===== src/rtl/rfid_cfg_pkg.sv =====
package rfid_cfg_pkg;
  localparam int CMD_BITS  = 8;
  localparam int STAT_BITS = 3;
  localparam int PHASE_BIT = 1;
  localparam int DIR_BIT   = 3;
  localparam int GAIN_LSB  = 6;

  // Strobes from the port control to the datapath, all one cycle wide.
  typedef struct packed {
    logic ifReset;
    logic shiftEn;
    logic commit;
    logic readAdv;
    logic dataBit;
  } cfg_strobe_t;
endpackage


===== src/rtl/rfid_cfg_ctrl.sv =====
module rfid_cfg_ctrl
  import rfid_cfg_pkg::*;
#(
  parameter int CMD_W       = CMD_BITS,
  parameter int STAT_W      = STAT_BITS,
  parameter int SYNC_STAGES = 2
) (
  input  logic        clk,
  input  logic        rstN,
  input  logic        serClk,
  input  logic        serIn,
  output cfg_strobe_t strb,
  output logic        inLevel,
  output logic        armed,
  output logic        readPhase
);
  localparam int TOTAL = CMD_W + STAT_W;
  localparam int CNT_W = $clog2(TOTAL + 1);
  localparam logic [CNT_W-1:0] LAST_CMD = CNT_W'(CMD_W - 1);
  localparam logic [CNT_W-1:0] FIRST_RD = CNT_W'(CMD_W);
  localparam logic [CNT_W-1:0] LAST_ALL = CNT_W'(TOTAL - 1);
  localparam logic [CNT_W-1:0] MAX_CNT  = CNT_W'(TOTAL);

  logic [SYNC_STAGES-1:0] ckPipe, inPipe;
  logic ckS, inS, ckPrev, inPrev;
  logic ckRise, inRise;
  logic rstHold;
  logic [CNT_W-1:0] bitCnt;

  // Both host lines pass through identical synchronizer depths so that
  // their relative order is preserved.
  always_ff @(posedge clk or negedge rstN) begin
    if (!rstN) begin
      ckPipe <= '0;
      inPipe <= '0;
      ckPrev <= 1'b0;
      inPrev <= 1'b0;
    end else begin
      ckPipe <= {ckPipe[SYNC_STAGES-2:0], serClk};
      inPipe <= {inPipe[SYNC_STAGES-2:0], serIn};
      ckPrev <= ckS;
      inPrev <= inS;
    end
  end

  assign ckS     = ckPipe[SYNC_STAGES-1];
  assign inS     = inPipe[SYNC_STAGES-1];
  assign ckRise  = ckS & ~ckPrev;
  assign inRise  = inS & ~inPrev;
  assign inLevel = inS;

  always_comb begin
    strb         = '0;
    strb.dataBit = inS;
    strb.ifReset = inRise & ckS;
    if (!strb.ifReset && !rstHold && armed && ckRise) begin
      if (bitCnt < LAST_CMD)       strb.shiftEn = 1'b1;
      else if (bitCnt == LAST_CMD) strb.commit  = 1'b1;
      else if (bitCnt < LAST_ALL)  strb.readAdv = 1'b1;
    end
  end

  always_ff @(posedge clk or negedge rstN) begin
    if (!rstN) begin
      rstHold <= 1'b0;
      armed   <= 1'b0;
      bitCnt  <= '0;
    end else if (strb.ifReset) begin
      rstHold <= 1'b1;
      armed   <= 1'b1;
      bitCnt  <= '0;
    end else begin
      if (!(ckS && inS)) rstHold <= 1'b0;
      if (rstHold) begin
        bitCnt <= '0;
      end else if (ckRise && armed) begin
        if (bitCnt == LAST_ALL) armed <= 1'b0;
        bitCnt <= bitCnt + 1'b1;
      end
    end
  end

  assign readPhase = armed && (bitCnt >= FIRST_RD);

  // an interface reset arms the port from bit zero
  a_r1_reset_arms: assert property (@(posedge clk) disable iff (!rstN)
    strb.ifReset |=> (armed && bitCnt == '0));
  // the bit counter never runs past the end of the frame
  a_r5_count_bound: assert property (@(posedge clk) disable iff (!rstN)
    bitCnt <= MAX_CNT);
  // at most one strobe per cycle
  a_r2_strobe_excl: assert property (@(posedge clk) disable iff (!rstN)
    $onehot0({strb.ifReset, strb.shiftEn, strb.commit, strb.readAdv}));
  // leaving the armed state only happens at the frame end
  a_r5_disarm_end: assert property (@(posedge clk) disable iff (!rstN)
    $fell(armed) |-> $past(bitCnt == LAST_ALL));
endmodule


===== src/rtl/rfid_carrier_div.sv =====
module rfid_carrier_div #(
  parameter int RATIO = 32
) (
  input  logic clk,
  input  logic rstN,
  input  logic tick,
  output logic divOut
);
  localparam int HALF = RATIO / 2;
  localparam int CW   = (HALF > 1) ? $clog2(HALF) : 1;
  localparam logic [CW-1:0] LAST = CW'(HALF - 1);

  logic [CW-1:0] cnt;

  always_ff @(posedge clk or negedge rstN) begin
    if (!rstN) begin
      cnt    <= '0;
      divOut <= 1'b0;
    end else if (tick) begin
      if (cnt == LAST) begin
        cnt    <= '0;
        divOut <= ~divOut;
      end else begin
        cnt <= cnt + 1'b1;
      end
    end
  end

  // the divided clock moves only on a carrier tick
  a_r7_div_steady: assert property (@(posedge clk) disable iff (!rstN)
    !tick |=> $stable(divOut));
endmodule


===== src/rtl/rfid_cfg_datapath.sv =====
module rfid_cfg_datapath
  import rfid_cfg_pkg::*;
(
  input  logic                clk,
  input  logic                rstN,
  input  cfg_strobe_t         strb,
  input  logic                inLevel,
  input  logic                armed,
  input  logic                readPhase,
  input  logic                sharedLine,
  input  logic                demodIn,
  input  logic                shortDet,
  input  logic                lowLevel,
  input  logic                pllUnlock,
  input  logic                divOut,
  output logic                serOut,
  output logic [CMD_BITS-1:0] cmdWord,
  output logic                samplePhase,
  output logic [1:0]          gainCode,
  output logic                antennaOn
);
  logic [CMD_BITS-1:0]  shiftQ, cmdQ, commitWord;
  logic [STAT_BITS-1:0] statQ;
  logic                 faultLatch, dirOutput;

  assign commitWord = {strb.dataBit, shiftQ[CMD_BITS-1:1]};

  always_ff @(posedge clk or negedge rstN) begin
    if (!rstN) begin
      shiftQ    <= '0;
      cmdQ      <= '0;
      statQ     <= '0;
      dirOutput <= 1'b0;
    end else begin
      if (strb.ifReset) begin
        shiftQ    <= '0;
        dirOutput <= 1'b0;
      end
      if (strb.shiftEn) shiftQ <= commitWord;
      if (strb.commit) begin
        cmdQ      <= commitWord;
        statQ     <= {pllUnlock, lowLevel, faultLatch};
        dirOutput <= sharedLine & commitWord[DIR_BIT];
      end
      if (strb.readAdv) statQ <= statQ >> 1;
    end
  end

  // Short-circuit shutdown: set wins over the clear from a write.
  always_ff @(posedge clk or negedge rstN) begin
    if (!rstN)            faultLatch <= 1'b0;
    else if (shortDet)    faultLatch <= 1'b1;
    else if (strb.commit) faultLatch <= 1'b0;
  end

  always_comb begin
    if (readPhase)       serOut = statQ[0];
    else if (sharedLine) serOut = dirOutput ? demodIn : 1'b0;
    else                 serOut = cmdQ[DIR_BIT] ? divOut : demodIn;
  end

  assign antennaOn   = !faultLatch && (dirOutput || armed || !inLevel);
  assign cmdWord     = cmdQ;
  assign samplePhase = cmdQ[PHASE_BIT];
  assign gainCode    = cmdQ[GAIN_LSB+1] ? 2'd2 : {1'b0, cmdQ[GAIN_LSB]};

  // the command word holds between commits
  a_r2_cmd_hold: assert property (@(posedge clk) disable iff (!rstN)
    !strb.commit |=> $stable(cmdQ));
  // snapshot moves only on commit or readout shift
  a_r4_stat_hold: assert property (@(posedge clk) disable iff (!rstN)
    !(strb.commit || strb.readAdv) |=> $stable(statQ));
  // the fault latch is released only by a completed write
  a_r9_fault_release: assert property (@(posedge clk) disable iff (!rstN)
    $fell(faultLatch) |-> $past(strb.commit));
  // output mode ends only through a new transaction
  a_r8_dir_release: assert property (@(posedge clk) disable iff (!rstN)
    $fell(dirOutput) |-> $past(strb.ifReset || strb.commit));
endmodule


===== src/rtl/rfid_cfg_port.sv =====
module rfid_cfg_port
  import rfid_cfg_pkg::*;
#(
  parameter int SYNC_STAGES = 2,
  parameter int DIV_RATIO   = 32
) (
  input  logic                clk,
  input  logic                rstN,
  input  logic                serClk,
  input  logic                serIn,
  input  logic                sharedLine,
  input  logic                carrierTick,
  input  logic                demodIn,
  input  logic                shortDet,
  input  logic                lowLevel,
  input  logic                pllUnlock,
  output logic                serOut,
  output logic [CMD_BITS-1:0] cmdWord,
  output logic                samplePhase,
  output logic [1:0]          gainCode,
  output logic                antennaOn
);
  cfg_strobe_t strb;
  logic inLevel, armed, readPhase, divOut;

  rfid_cfg_ctrl #(
    .CMD_W(CMD_BITS), .STAT_W(STAT_BITS), .SYNC_STAGES(SYNC_STAGES)
  ) u_ctrl (
    .clk(clk), .rstN(rstN), .serClk(serClk), .serIn(serIn),
    .strb(strb), .inLevel(inLevel), .armed(armed), .readPhase(readPhase)
  );

  rfid_carrier_div #(.RATIO(DIV_RATIO)) u_div (
    .clk(clk), .rstN(rstN), .tick(carrierTick), .divOut(divOut)
  );

  rfid_cfg_datapath u_dp (
    .clk(clk), .rstN(rstN), .strb(strb), .inLevel(inLevel), .armed(armed),
    .readPhase(readPhase), .sharedLine(sharedLine), .demodIn(demodIn),
    .shortDet(shortDet), .lowLevel(lowLevel), .pllUnlock(pllUnlock),
    .divOut(divOut), .serOut(serOut), .cmdWord(cmdWord),
    .samplePhase(samplePhase), .gainCode(gainCode), .antennaOn(antennaOn)
  );
endmodule


===== config.mk =====
export PLATFORM = sky130hd
export DESIGN_NAME = rfid_cfg_port
export DESIGN_NICKNAME = d
export VERILOG_FILES = /design/src/rtl/rfid_cfg_pkg.sv /design/src/rtl/rfid_cfg_ctrl.sv /design/src/rtl/rfid_carrier_div.sv /design/src/rtl/rfid_cfg_datapath.sv /design/src/rtl/rfid_cfg_port.sv
export SDC_FILE = /design/constraint.sdc
export NUM_CORES = 1
export LEC_CHECK = 0
export BUFFER_PORTS_ARGS = -buffer_cell sky130_fd_sc_hd__buf_2
export CORE_UTILIZATION = 40
export CTS_BUF_LIST = sky130_fd_sc_hd__clkbuf_16
export CTS_CLUSTER_SIZE = 12
export DETAILED_ROUTE_END_ITERATION = 8
export GPL_TIMING_DRIVEN = 0
export PLACE_DENSITY_LB_ADDON = 0.08
export SLEW_MARGIN = 5
export SYNTH_ARGS = -nofsm -noshare
export SYNTH_HDL_FRONTEND = slang
export SYNTH_SLANG_ARGS = --single-unit
export TNS_END_PERCENT = 10

===== constraint.sdc =====
create_clock -name clk -period 3.5 [get_ports clk]
set_input_delay 0.525 -clock clk [delete_from_list [all_inputs] [get_ports clk]]
set_output_delay 0.525 -clock clk [all_outputs]
set_load 0.02 [all_outputs]

After elaboration in Yosys (flattened, before gate mapping) --
Index checks and enable logic that the tools add are counted.
Word-level totals: register bits after elaboration 38, input bits 10, output and inout port bits 13, logic and storage cells 82
Operators by class: $add $sub $neg 2, $lt $le $gt $ge 3, equal/unequal tests 5, multiplexer cells 29, bitwise operators 7, reductions and logical operators 22
Operator list (count):
- 2-to-1 mux 1 bit | 18
- 2-to-1 mux 4 bit | 4
- 2-to-1 mux 8 bit | 2
- nonzero test 2 bit | 6
- 2-to-1 mux 3 bit | 3
- adder 4 x 1 -> 4 bit (second input constant) | 2
- == test 4 bit (second input constant) | 2
- logical AND 1 bit | 7
- AND 1 bit | 4
- == test 4 x 3 -> 1 bit (second input constant) | 1
- greater-or-equal comparator 4 bit (second input constant) | 1
- zero test 1 bit | 4
- less-than comparator 4 x 3 -> 1 bit (second input constant) | 1
- less-than comparator 4 bit (second input constant) | 1
- 2-to-1 mux 2 bit | 2
- != test 2 bit (second input constant) | 2
- NOT 1 bit | 3
- AND reduction 3 bit | 1
- nonzero test 3 bit | 1
- logical OR 1 bit | 2
- AND reduction 2 bit | 1

Longest topological paths before layout --
Gate-level depths: netlist of run 1.
word-level depth 10, depth in mapped cells 6

Hierarchy --
From an unflattened synthesis of run 1, not the netlist that was laid out.
Unflattened totals: cells, all modules 138, area, all modules 1584.0 um^2
By module, submodules not included:
- rfid_cfg_datapath | instances 1, cells an instance 72, area an instance 849.6 um^2, sequential area each 500.5 um^2
- rfid_cfg_ctrl | instances 1, cells an instance 48, area an instance 509.2 um^2, sequential area each 300.3 um^2
- rfid_carrier_div | instances 1, cells an instance 18, area an instance 225.2 um^2, sequential area each 125.1 um^2

Worst setup path after synthesis of run 1 --
OpenSTA, ideal clock, no wires.
path type input to output, start in sharedLine, end out serOut, data arrival time 1.177 ns, required time 2.975 ns, path slack 1.798 ns, cell stages on the path 4, path buffers 0, cells stage by stage nor2b_1 > a21oi_1 > a32oi_1 > a21oi_1
On the way: longest elaborated chain between the ends 2
RTL lines:
- start: declaration | line rfid_cfg_port.sv:11 | input logic sharedLine,
- 2-to-1 mux 1 bit | line rfid_cfg_datapath.sv:58 | else if (sharedLine) serOut = dirOutput ? demodIn : 1'b0;
- 2-to-1 mux 1 bit | line rfid_cfg_datapath.sv:57 | if (readPhase) serOut = statQ[0];
- end: declaration | line rfid_cfg_port.sv:17 | output logic serOut,
Every way passes these cells.

Final worst setup path of run 1 --
start reg u_dp.dirOutput, end out serOut
On the way: longest elaborated chain between the ends 3
RTL lines:
- start: declaration | line rfid_cfg_datapath.sv:24 | logic faultLatch, dirOutput;
- start signal: assignment | line rfid_cfg_datapath.sv:43 | dirOutput <= sharedLine & commitWord[DIR_BIT];
- 2-to-1 mux 1 bit (2 in a row) | line rfid_cfg_datapath.sv:58
- 2-to-1 mux 1 bit | line rfid_cfg_datapath.sv:57
Every way passes these cells.

==> results of run 1 <==
-- sequential cells by signal, indices dropped and copies added (netlist names), 2 cells and up --
| signal | count |
|---|---|
| u_dp.cmdWord | 8 |
| u_dp.shiftQ | 7 |
| u_ctrl.bitCnt | 4 |
| u_div.cnt | 4 |
| u_dp.statQ | 3 |
| u_ctrl.ckPipe | 2 |
| u_ctrl.inPipe | 2 |
-- cell type report --
cell class	instances	area [um2]
Tap cell	48	60.1
Inverter	6	22.5
Clock buffer	5	125
Clock inverter	3	12.5
Timing Repair Buffer	22	110
Multi-Input combinational cell	93	618
Fill cell	359	1840
Buffer	6	31.3
Sequential cell	37	926
-- power groups by stage --
stage	Sequential [uW]	Combinational [uW]	Clock (uW)
after CTS	522	107	430
after global routing	531	125	445
final	522	103	414
after floorplan	518	77.1	0
after global placement	526	101	0
after detailed placement	528	107	0
-- routing by layer --
layer | vias to the layer above | track usage [%]
li1 | 544 | -
met1 | 523 | 19.7
met2 | 21 | 25.3
met3 | 6 | 4.69
met4 | 0 | 10.6
met5 | - | 0
-- worst paths after layout --
path,from,cells past startpoint,to,slack (ns)
max in group asynchronous,rstN,1,u_ctrl.inPipe[1],2.65
min in group clk,u_ctrl.ckPipe[0],0,u_ctrl.ckPipe[1],0.35
setup reg to reg,u_ctrl.bitCnt[0],5,u_dp.cmdWord[2],1.65
setup / recovery,u_dp.dirOutput,5,serOut,1.60
hold / removal,rstN,1,u_dp.faultLatch,0.34
hold reg to reg,u_ctrl.ckPipe[0],0,u_ctrl.ckPipe[1],0.35
-- synthesized netlist by cell type (all sizes together) --
cell / instances
nand2b: 1
ha: 3
and2: 1
and3b: 1
a21o: 1
nor2b: 2
o2111a: 1
xnor2: 3
a32oi: 1
nor4b: 1
nand4: 3
a21oi: 6
o21ai: 15
nor3: 1
xor2: 2
clkbuf: 3
o2111ai: 1
nand3: 3
buf: 3
o311ai: 1
or4b: 1
mux2: 12
nand2: 24
nor2: 7
o31ai: 1
or2: 1
inv: 6
dfrtp: 37
-- logic make-up after synthesis --
family	Yosys count	share of synthesized area (%)
and+or+nand+nor	46	14.9
DFF	37	57.9
AOI/OAI and AO/OA	27	10.3
buffers and inverters	12	3.37
muxes	12	8.46
xor gates and xnor gates	5	2.74
adders and majority gates	3	2.35
-- through the flow --
step / utilization, % / instances / worst slack [ns] / hold WS (ns) / area [um2]
floorplan: - / 142 / 1.80 / 0.229 / 1600
global placement: 47.2 / 212 / 1.64 / 0.332 / 1770
detailed placement: 47.2 / 212 / 1.64 / 0.340 / 1770
CTS: 50.9 / 220 / 1.59 / 0.346 / 1910
global route: 50.9 / 220 / 1.54 / 0.346 / 1910
finish: 50.9 / 220 / 1.60 / 0.342 / 1910
-- worst max-delay path, cell delays in order (launching register included) --
cell and delay [ns]:
dfrtp_1 0.40, nor2b_1 0.13, a21oi_1 0.05, a32oi_1 0.25, a21oi_1 0.11, buf_2 0.16
==> results.tsv, run 1 <==
stage	metric	value	unit
outcome	status	finished, final reports clean	
clock_tree	number of gates resized after CTS	0	
final_layout	Layout area overhead	19.3	%
job	Max-Cap Viols	0	
die	Die Area	4250	um2
pwr	Power Internal	781	uW
logic_synthesis	synthesized instance count	142	
sta	Worst Max-Slew Pin Slew	0.804	ns
critical_path	crit path launch type	register	
die	core area	3740	um2
critical_path	kind of critical path	reg2out	
pwr	Clock power frac	39.8	%
pwr	Final Power	1040	uW
logic_synthesis	top post-synthesis cells by area	dfrtp_1, mux2_2, nand2_1, o21ai_0, ha_1	
die	Die H	65.2	um
route	Post-DRT Antenna Nets	0	
min_path	hold crit path type	in2async	
route	top layer in use	met4	
critical_path	crit path DAT	1.38	ns
clock_tree	Longest Clk Path Bufs	2	
clock_tree	Num CTS Buffers	5	
logic_synthesis	post-synthesis cell area	1600	um2
pwr	pwr dens	545	nW/um2
route	Met1 Wirelength	1280	um
place	placer congestion estimate	0.772	
global_routing	global route total overflow	0	
sta	final setup vio count	0	
pwr	Reg power frac	50.2	%
die	I/O pin cnt	23	
clock_tree	hold-fix buffers at CTS	0	
critical_path	Critical Path RT	2.97	ns
die	Die Wd	65.2	um
pwr	Psw	258	uW
route	DR WL/cell	13.1	um
global_routing	initial antenna violation count	0	
pwr	Peak VDD IR	0.323	mV
logic_synthesis	dominant cell type by area after synthesis	dfrtp_1	
logic_synthesis	register area share after synthesis	57.9	%
sta	RSZ-0062 raised after global routing	no	
clock_tree	clk root buf	clkbuf_16	
clock_tree	Clock Sinks	37	
route	vias per inst	4.97	
final_layout	fraction of layout cells with a size suffix above 1	27.9	%
sta	final hold violations	0	
route	routed wl met2	1420	um
global_routing	largest net degree at the start of global routing	38	
global_routing	first-pass GRT wire length	5060	um
sta	Rel. slew slack	46.4	%
clock_tree	worst skew pair latency	0.27	ns
sta	clock skew	0.00306	ns
logic_synthesis	yosys warns	0	
logic_synthesis	synth unique cells	29	
final_layout	commonest cells after routing, fill and taps aside	dfrtp_1, nand2_1, buf_2	
critical_path	Worst Path Max Fanout	3	
logic_synthesis	Syn Area/Cell	11.3	um2
die	starting density of the core	42.7	%
sta	Max Slew Vio Count	0	
final_layout	# nets final	184	
logic_synthesis	Seq cells post-synth	37	
global_routing	gr usage total	16.3	%
pwr	combinational share of power	9.9	%
sta	Tmin final	1.90	ns
place	DP HPWL	2010	um
sta	final worst path period share	54.3	%
clock_tree	H-tree Lvls	2	
global_routing	vias in the first global route	1062	
route	metal3 WL	103	um
logic_synthesis	top-area cell type share of the netlist area	57.9	%
route	initial DRC count	67	
place	Port-buffer cells	22	
sta	Peak Freq	526	MHz
pwr	Leak	0.000914	uW
clock_tree	Reg clk slew, reported paths	0.05	ns
final_layout	ANT cells	0	
route	DRC	0	
route	DR pass1 iterations	4	
logic_synthesis	syn_nets	155	
clock_tree	TritonCTS clock tree	done	
clock_tree	Post-CTS Setup Inserts	0	
pwr	Sw Share	24.8	%
final_layout	commonest non-fill, non-tap cell in the layout	dfrtp_1	
die	row cnt	22	
sta	TNS Setup	0	ns
route	Post-Route WL	2880	um
critical_path	CP Capture Type	output port	
route	via count	1094	
Note: power is estimated with default switching activity, not from simulation.
==> run 2, diff against run 1 <==
- clock period: 3.5 -> 1.8 ns (I/O delays scaled with it)
==> run 2 against run 1 <==
  * Critical path depth fell by 1
  * Largest power group unchanged
  * Sequential cell count stayed put
  * Highest routed layer unchanged
  * Power increased by 95%
  * First-iteration DRC count grew 12%
  * Combinational power up 96%
  * Clock skew hardly changed
  * Critical endpoint is now u_dp.statQ[1]
  * Worst hold slack worse by 0.26 ns
  * Cell count did not move
  * Worst setup slack lost 1.6 ns
  * Wire length shrank 0.28%
==> results.tsv, run 2 (synthesis results as in run 1) <==
stage	metric	value	unit	change
final_layout	fraction of layout cells with a size suffix above 1	29.1	%	+1.2 points
critical_path	Critical-path top delay cell	or4b_4		
route	Post-Route WL	2880	um	-0.28%
job	Max-Cap Viols	0		unchanged
final_layout	ANT cells	0		unchanged
final_layout	fill count	357		-0.56%
sta	final setup vio count	0		unchanged
sta	TNS Setup	0	ns	unchanged
global_routing	first-pass GRT wire length	5080	um	+0.28%
sta	final worst path period share	98.4	%	
sta	Peak Freq	565	MHz	
route	Post-DRT Antenna Nets	0		unchanged
global_routing	vias in the first global route	1061		-0.094%
sta	Tmin final	1.77	ns	
route	DR WL/cell	13.1	um	-0.28%
clock_tree	hold-fix buffers at CTS	0		unchanged
critical_path	crit path DAT	1.93	ns	+0.55 ns
pwr	Leak	0.000918	uW	+0.43%
sta	clock skew	0.00300	ns	-0.0000613 ns
critical_path	R2R depth	4		-1
place	DP HPWL	2010	um	unchanged
clock_tree	Num CTS Buffers	5		unchanged
final_layout	commonest cells after routing, fill and taps aside	dfrtp_1, nand2_1, buf_2		
clock_tree	number of gates resized after CTS	2		+2
critical_path	Critical Path RT	1.96	ns	-1.01 ns
die	Die Area	4250	um2	unchanged
pwr	Power Internal	1520	uW	+95%
final_layout	Layout area overhead	20.3	%	
clock_tree	Clock Sinks	37		unchanged
route	vias per inst	4.93		-0.82%
clock_tree	Longest Clk Path Bufs	2		unchanged
global_routing	global route total overflow	0		unchanged
clock_tree	Reg clk slew, reported paths	0.05	ns	about the same
global_routing	initial antenna violation count	0		unchanged
sta	Max Slew Vio Count	0		unchanged
critical_path	R2R Setup Slk	0.03	ns	-1.62 ns
critical_path	worst path cell trace	nand2b_1, or4b_4, nor3_2, mux2_2		
final_layout	commonest non-fill, non-tap cell in the layout	dfrtp_1		
sta	Rel. slew slack	46.5	%	+0.063 points
outcome	status	finished, final reports clean		
die	Die Wd	65.2	um	unchanged
pwr	Psw	503	uW	+95%
place	Setup WS pre-CTS	-0.0608	ns	-1.70 ns
pwr	pwr dens	1050	nW/um2	+93%
final_layout	# nets final	184		unchanged
pwr	combinational share of power	10.0	%	about the same
place	Port-buffer cells	22		unchanged
critical_path	kind of critical path	reg2reg		
die	starting density of the core	42.7	%	unchanged
die	row cnt	22		unchanged
die	I/O pin cnt	23		unchanged
critical_path	max incr delay on CP	0.52	ns	+0.12 ns
route	via count	1085		-0.82%
die	core area	3740	um2	unchanged
sta	final critical-path setup slack	0.0291	ns	-1.57 ns
critical_path	Critical R2R Capture	u_dp.statQ[1]		
critical_path	CP Capture Type	register		
clock_tree	TritonCTS clock tree	done		
route	DR pass1 iterations	4		unchanged
clock_tree	worst skew pair latency	0.27	ns	about the same
clock_tree	clk root buf	clkbuf_16		
sta	RSZ-0062 raised after global routing	yes		
final_layout	post-route cell area	1920	um2	+0.85%
pwr	Peak VDD IR	0.628	mV	+94%
critical_path	RR Startpoint	u_ctrl.bitCnt[2]		
global_routing	gr usage total	16.3	%	unchanged
critical_path	Worst Path Max Fanout	5		+2
pwr	Clock power frac	39.8	%	about the same
place	placer congestion estimate	0.772		unchanged
final_layout	Finished Layout Cells	220		unchanged
route	initial DRC count	75		+12%
pwr	Sw Share	24.9	%	about the same
final_layout	fin util	51.3	%	+0.43 points
place	Placement Cell Area	1770	um2	unchanged
route	DRC	0		unchanged
place	Post-Place Cells	212		unchanged
sta	final hold violations	0		unchanged
critical_path	crit path launch type	register		
global_routing	largest net degree at the start of global routing	38		unchanged
die	Die H	65.2	um	unchanged
clock_tree	H-tree Lvls	2		unchanged
final_layout	max reg flops	8		unchanged
sta	Worst Max-Slew Pin Slew	0.803	ns	-0.000947 ns
clock_tree	Post-CTS Setup Inserts	0		unchanged
min_path	hold crit path type	in2async		
pwr	Reg power frac	50.2	%	about the same
critical_path	Worst Setup SP	u_ctrl.bitCnt[2]		
[run 2: cell types whose count changed in the layout (fill, tap and decap cells not counted)]
cell | previous run | this run
buf_2 | 23 | 22
buf_4 | 2 | 3
clkbuf_1 | 3 | 2
clkbuf_2 | 0 | 1
dfrtp_1 | 37 | 36
dfrtp_2 | 0 | 1
o2111ai_2 | 1 | 0
o2111ai_4 | 0 | 1
[run 2: power by group through the flow]
| stage | registers (uW) | clock network, uW | logic, uW |
|---|---|---|---|
| 4_1_cts | 1020 | 835 | 209 |
| 2_1_floorplan | 1010 | 0 | 150 |
| 3_3_place_gp | 1020 | 0 | 197 |
| 3_5_place_dp | 1030 | 0 | 208 |
| 6_report | 1020 | 805 | 202 |
| 5_1_grt | 1030 | 864 | 245 |
[run 2: per-layer routing]
| layer | share of wire, % | GRT usage, % | vias up |
|---|---|---|---|
| met5 | 0 | 0 | - |
| met4 | 2.3 | 8.97 | 0 |
| met3 | 3.6 | 4.69 | 5 |
| met1 | 45 | 19.6 | 514 |
| li1 | - | - | 546 |
| met2 | 49 | 26.2 | 20 |
[run 2: per-stage QoR]
step                hold WS (ns)  power [uW]
floorplan                -0.0256        1160
global placement           0.332        1220
detailed placement         0.340        1240
CTS                       0.0915        2060
global route              0.0906        2140
finish                    0.0863        2020
[run 2: worst max path at each step]
stage / endpoint / slack [ns] / depth (start not counted)
floorplan: u_dp.statQ[0] / 0.15 / 4
global placement: u_dp.cmdWord[2] / -0.03 / 5
detailed placement: u_dp.cmdWord[1] / -0.06 / 5
CTS: u_dp.statQ[1] / 0.03 / 4
global route: u_dp.statQ[1] / -0.02 / 4
finish: u_dp.statQ[1] / 0.03 / 4
[run 2: final cells by class]
class	count	area [um2]	area share, %
clock inverters	3	12.5	0.651
flip-flops and latches	37	927	48.2
clock buffers	5	125	6.51
repair buffers	22	110	5.73
plain buffers	6	35.0	1.82
inverters	6	22.5	1.17
multi-input cells	93	629	32.7
well taps	48	60.1	3.13
[run 2: worst max-delay path: cells and delay by family, from the launching register on]
| kind | cells | cell delay [ns] |
|---|---|---|
| DFF | 1 | 0.41 |
| and+or+nand+nor | 3 | 0.88 |
| muxes | 1 | 0.36 |
==> run 3, diff against run 2 <==
- CORE_ASPECT_RATIO: default -> 1.75
==> run 3 against run 2 <==
  * Cell count is the same
  * Critical path type unchanged
  * Worst setup slack better by 0.014 ns
  * Largest power group unchanged
  * Maximum frequency rose by 0.81%
  * Critical path depth increased by 1
  * Utilization down 1.3 points
==> results.tsv, run 3 (synthesis results as in run 1) <==
stage	metric	value	unit	change
critical_path	CP dominant cell by count	mux2_2		
final_layout	fill count	348		-2.5%
global_routing	gr usage total	16.8	%	+0.46 points
critical_path	delay-heaviest family, CP	multiplexers		
sta	final hold violations	0		unchanged
pwr	combinational share of power	10.4	%	+0.4 points
pwr	Clock power frac	39.8	%	about the same
clock_tree	Clock Sinks	37		unchanged
final_layout	fraction of layout cells with a size suffix above 1	30.8	%	+1.7 points
clock_tree	H-tree Lvls	2		unchanged
route	Post-DRT Antenna Nets	0		unchanged
sta	Tmin final	1.76	ns	-0.0142 ns
route	vias per inst	5.19		+5.3%
critical_path	R2R depth	5		+1
sta	final worst path period share	97.6	%	-0.79 points
clock_tree	worst skew pair latency	0.28	ns	about the same
place	placer congestion estimate	0.885		+15%
critical_path	Worst Path Max Fanout	7		+2
clock_tree	Longest Clk Path Bufs	2		unchanged
place	Setup WS pre-CTS	-0.0712	ns	-0.0104 ns
job	Max-Cap Viols	0		unchanged
critical_path	Critical-path top delay cell	dfrtp_2		
final_layout	multi-input combinational cell area	638	um2	+1.4%
place	Placement Cell Area	1770	um2	unchanged
sta	Peak Freq	569	MHz	+0.81%
final_layout	Finished Layout Cells	220		unchanged
critical_path	worst path bufs/invs	0		unchanged
die	I/O pin cnt	23		unchanged
critical_path	worst path cell trace	ha_2, and2_1, o2111ai_4, mux2_2, mux2_2		
final_layout	# nets final	184		unchanged
critical_path	R2R Setup Slk	0.04	ns	about the same
global_routing	global route total overflow	0		unchanged
route	DR pass1 iterations	4		unchanged
clock_tree	hold-fix buffers at CTS	0		unchanged
clock_tree	Num CTS Buffers	5		unchanged
place	Port-buffer cells	22		unchanged
sta	final setup vio count	0		unchanged
clock_tree	TritonCTS clock tree	done		
die	row cnt	30		+36%
final_layout	register area	930	um2	+0.27%
pwr	Peak VDD IR	0.999	mV	+59%
die	starting density of the core	41.3	%	-1.4 points
final_layout	Layout area overhead	21.0	%	
route	initial DRC count	10		-87%
outcome	status	finished, final reports clean		
route	DRC	0		unchanged
die	core area	3870	um2	+3.3%
global_routing	largest net degree at the start of global routing	38		unchanged
pwr	Sw Share	25.9	%	+1.0 points
critical_path	max incr delay on CP	0.43	ns	-0.09 ns
route	Post-Route WL	3120	um	+8.3%
die	Die H	85.6	um	+31%
critical_path	crit path launch type	register		
pwr	pwr dens	1060	nW/um2	+1.0%
sta	Max Slew Vio Count	0		unchanged
global_routing	initial antenna violation count	0		unchanged
critical_path	CP Capture Type	register		
final_layout	ANT cells	0		unchanged
critical_path	Critical Path RT	1.96	ns	about the same
critical_path	Worst Setup SP	u_ctrl.bitCnt[1]		
route	DR WL/cell	14.2	um	+8.3%
pwr	Reg power frac	49.9	%	-0.3 points
sta	RSZ-0062 raised after global routing	yes		
final_layout	max reg flops	8		unchanged
die	Die Wd	49.8	um	-24%
final_layout	post-route cell area	1930	um2	+0.59%
final_layout	commonest non-fill, non-tap cell in the layout	dfrtp_1		
critical_path	Critical R2R Capture	u_dp.statQ[1]		
critical_path	kind of critical path	reg2reg		
clock_tree	Reg clk slew, reported paths	0.06	ns	about the same
pwr	Leak	0.000910	uW	-0.93%
pwr	Power Internal	1520	uW	+0.25%
final_layout	commonest cells after routing, fill and taps aside	dfrtp_1, nand2_1, buf_2		
global_routing	first-pass GRT wire length	5200	um	+2.4%
global_routing	vias in the first global route	1126		+6.1%
place	DP HPWL	2200	um	+9.6%
min_path	hold crit path type	in2async		
sta	final critical-path setup slack	0.0433	ns	+0.0142 ns
route	via count	1142		+5.3%
clock_tree	clk root buf	clkbuf_16		
critical_path	RR Startpoint	u_ctrl.bitCnt[1]		
pwr	Psw	532	uW	+5.8%
sta	Rel. slew slack	45.2	%	-1.2 points
sta	clock skew	0.00362	ns	+0.000620 ns
sta	Worst Max-Slew Pin Slew	0.822	ns	+0.0187 ns
place	Post-Place Cells	212		unchanged
critical_path	crit path DAT	1.92	ns	about the same
die	Die Area	4260	um2	+0.24%
-- run 3: power groups by stage --
stage               Clock [uW]  Combinational (uW)  Sequential (uW)
floorplan                    0                 150             1010
global placement             0                 196             1020
detailed placement           0                 215             1030
CTS                        838                 216             1020
global route               875                 247             1040
finish                     817                 213             1030
-- run 3: per-stage QoR --
step / TNS [ns] / hold WS, ns / power [uW] / util (%)
floorplan: 0 / -0.0256 / 1160 / -
CTS: 0 / 0.0925 / 2070 / 49.7
global placement: -0.180 / 0.336 / 1220 / 45.7
detailed placement: -0.376 / 0.337 / 1250 / 45.7
finish: 0 / 0.0846 / 2060 / 50.0
global route: -0.0474 / 0.0954 / 2160 / 50.0
-- run 3: repair_timing --
action | in CTS | in global routing
setup endpoints to repair | 6 | 13
resized for setup | 3 | 6
buffers inserted | 0 | 0
-- run 3: final cells by class --
class	instances	area share, %
flip-flops and latches	37	48.1
multi-input cells	93	33.0
clock buffers	5	6.47
repair buffers	22	5.70
well taps	48	3.11
plain buffers	6	1.81
inverters	6	1.17
clock inverters	3	0.647
-- run 3: per-layer routing --
layer | share of wire (%) | vias up | track usage, %
met5 | 0 | - | 0
met3 | 3.2 | 7 | 3.72
met1 | 42 | 568 | 19.4
li1 | - | 546 | -
met2 | 53 | 21 | 28.1
met4 | 2.5 | 0 | 9.35
-- run 3: worst max-delay path by stage --
stage	slack, ns	cells past startpoint	endpoint
floorplan	0.15	4	u_dp.statQ[0]
global placement	-0.04	5	u_dp.cmdWord[2]
detailed placement	-0.07	5	u_dp.statQ[1]
CTS	0.003	4	u_dp.statQ[1]
global route	-0.02	5	u_dp.statQ[1]
finish	0.04	5	u_dp.statQ[1]
-- run 3: worst register-to-register path, stage by stage (launching register included) --
cell and delay (ns):
dfrtp_2 0.43, ha_2 0.23, and2_1 0.17, o2111ai_4 0.22, mux2_2 0.33, mux2_2 0.26
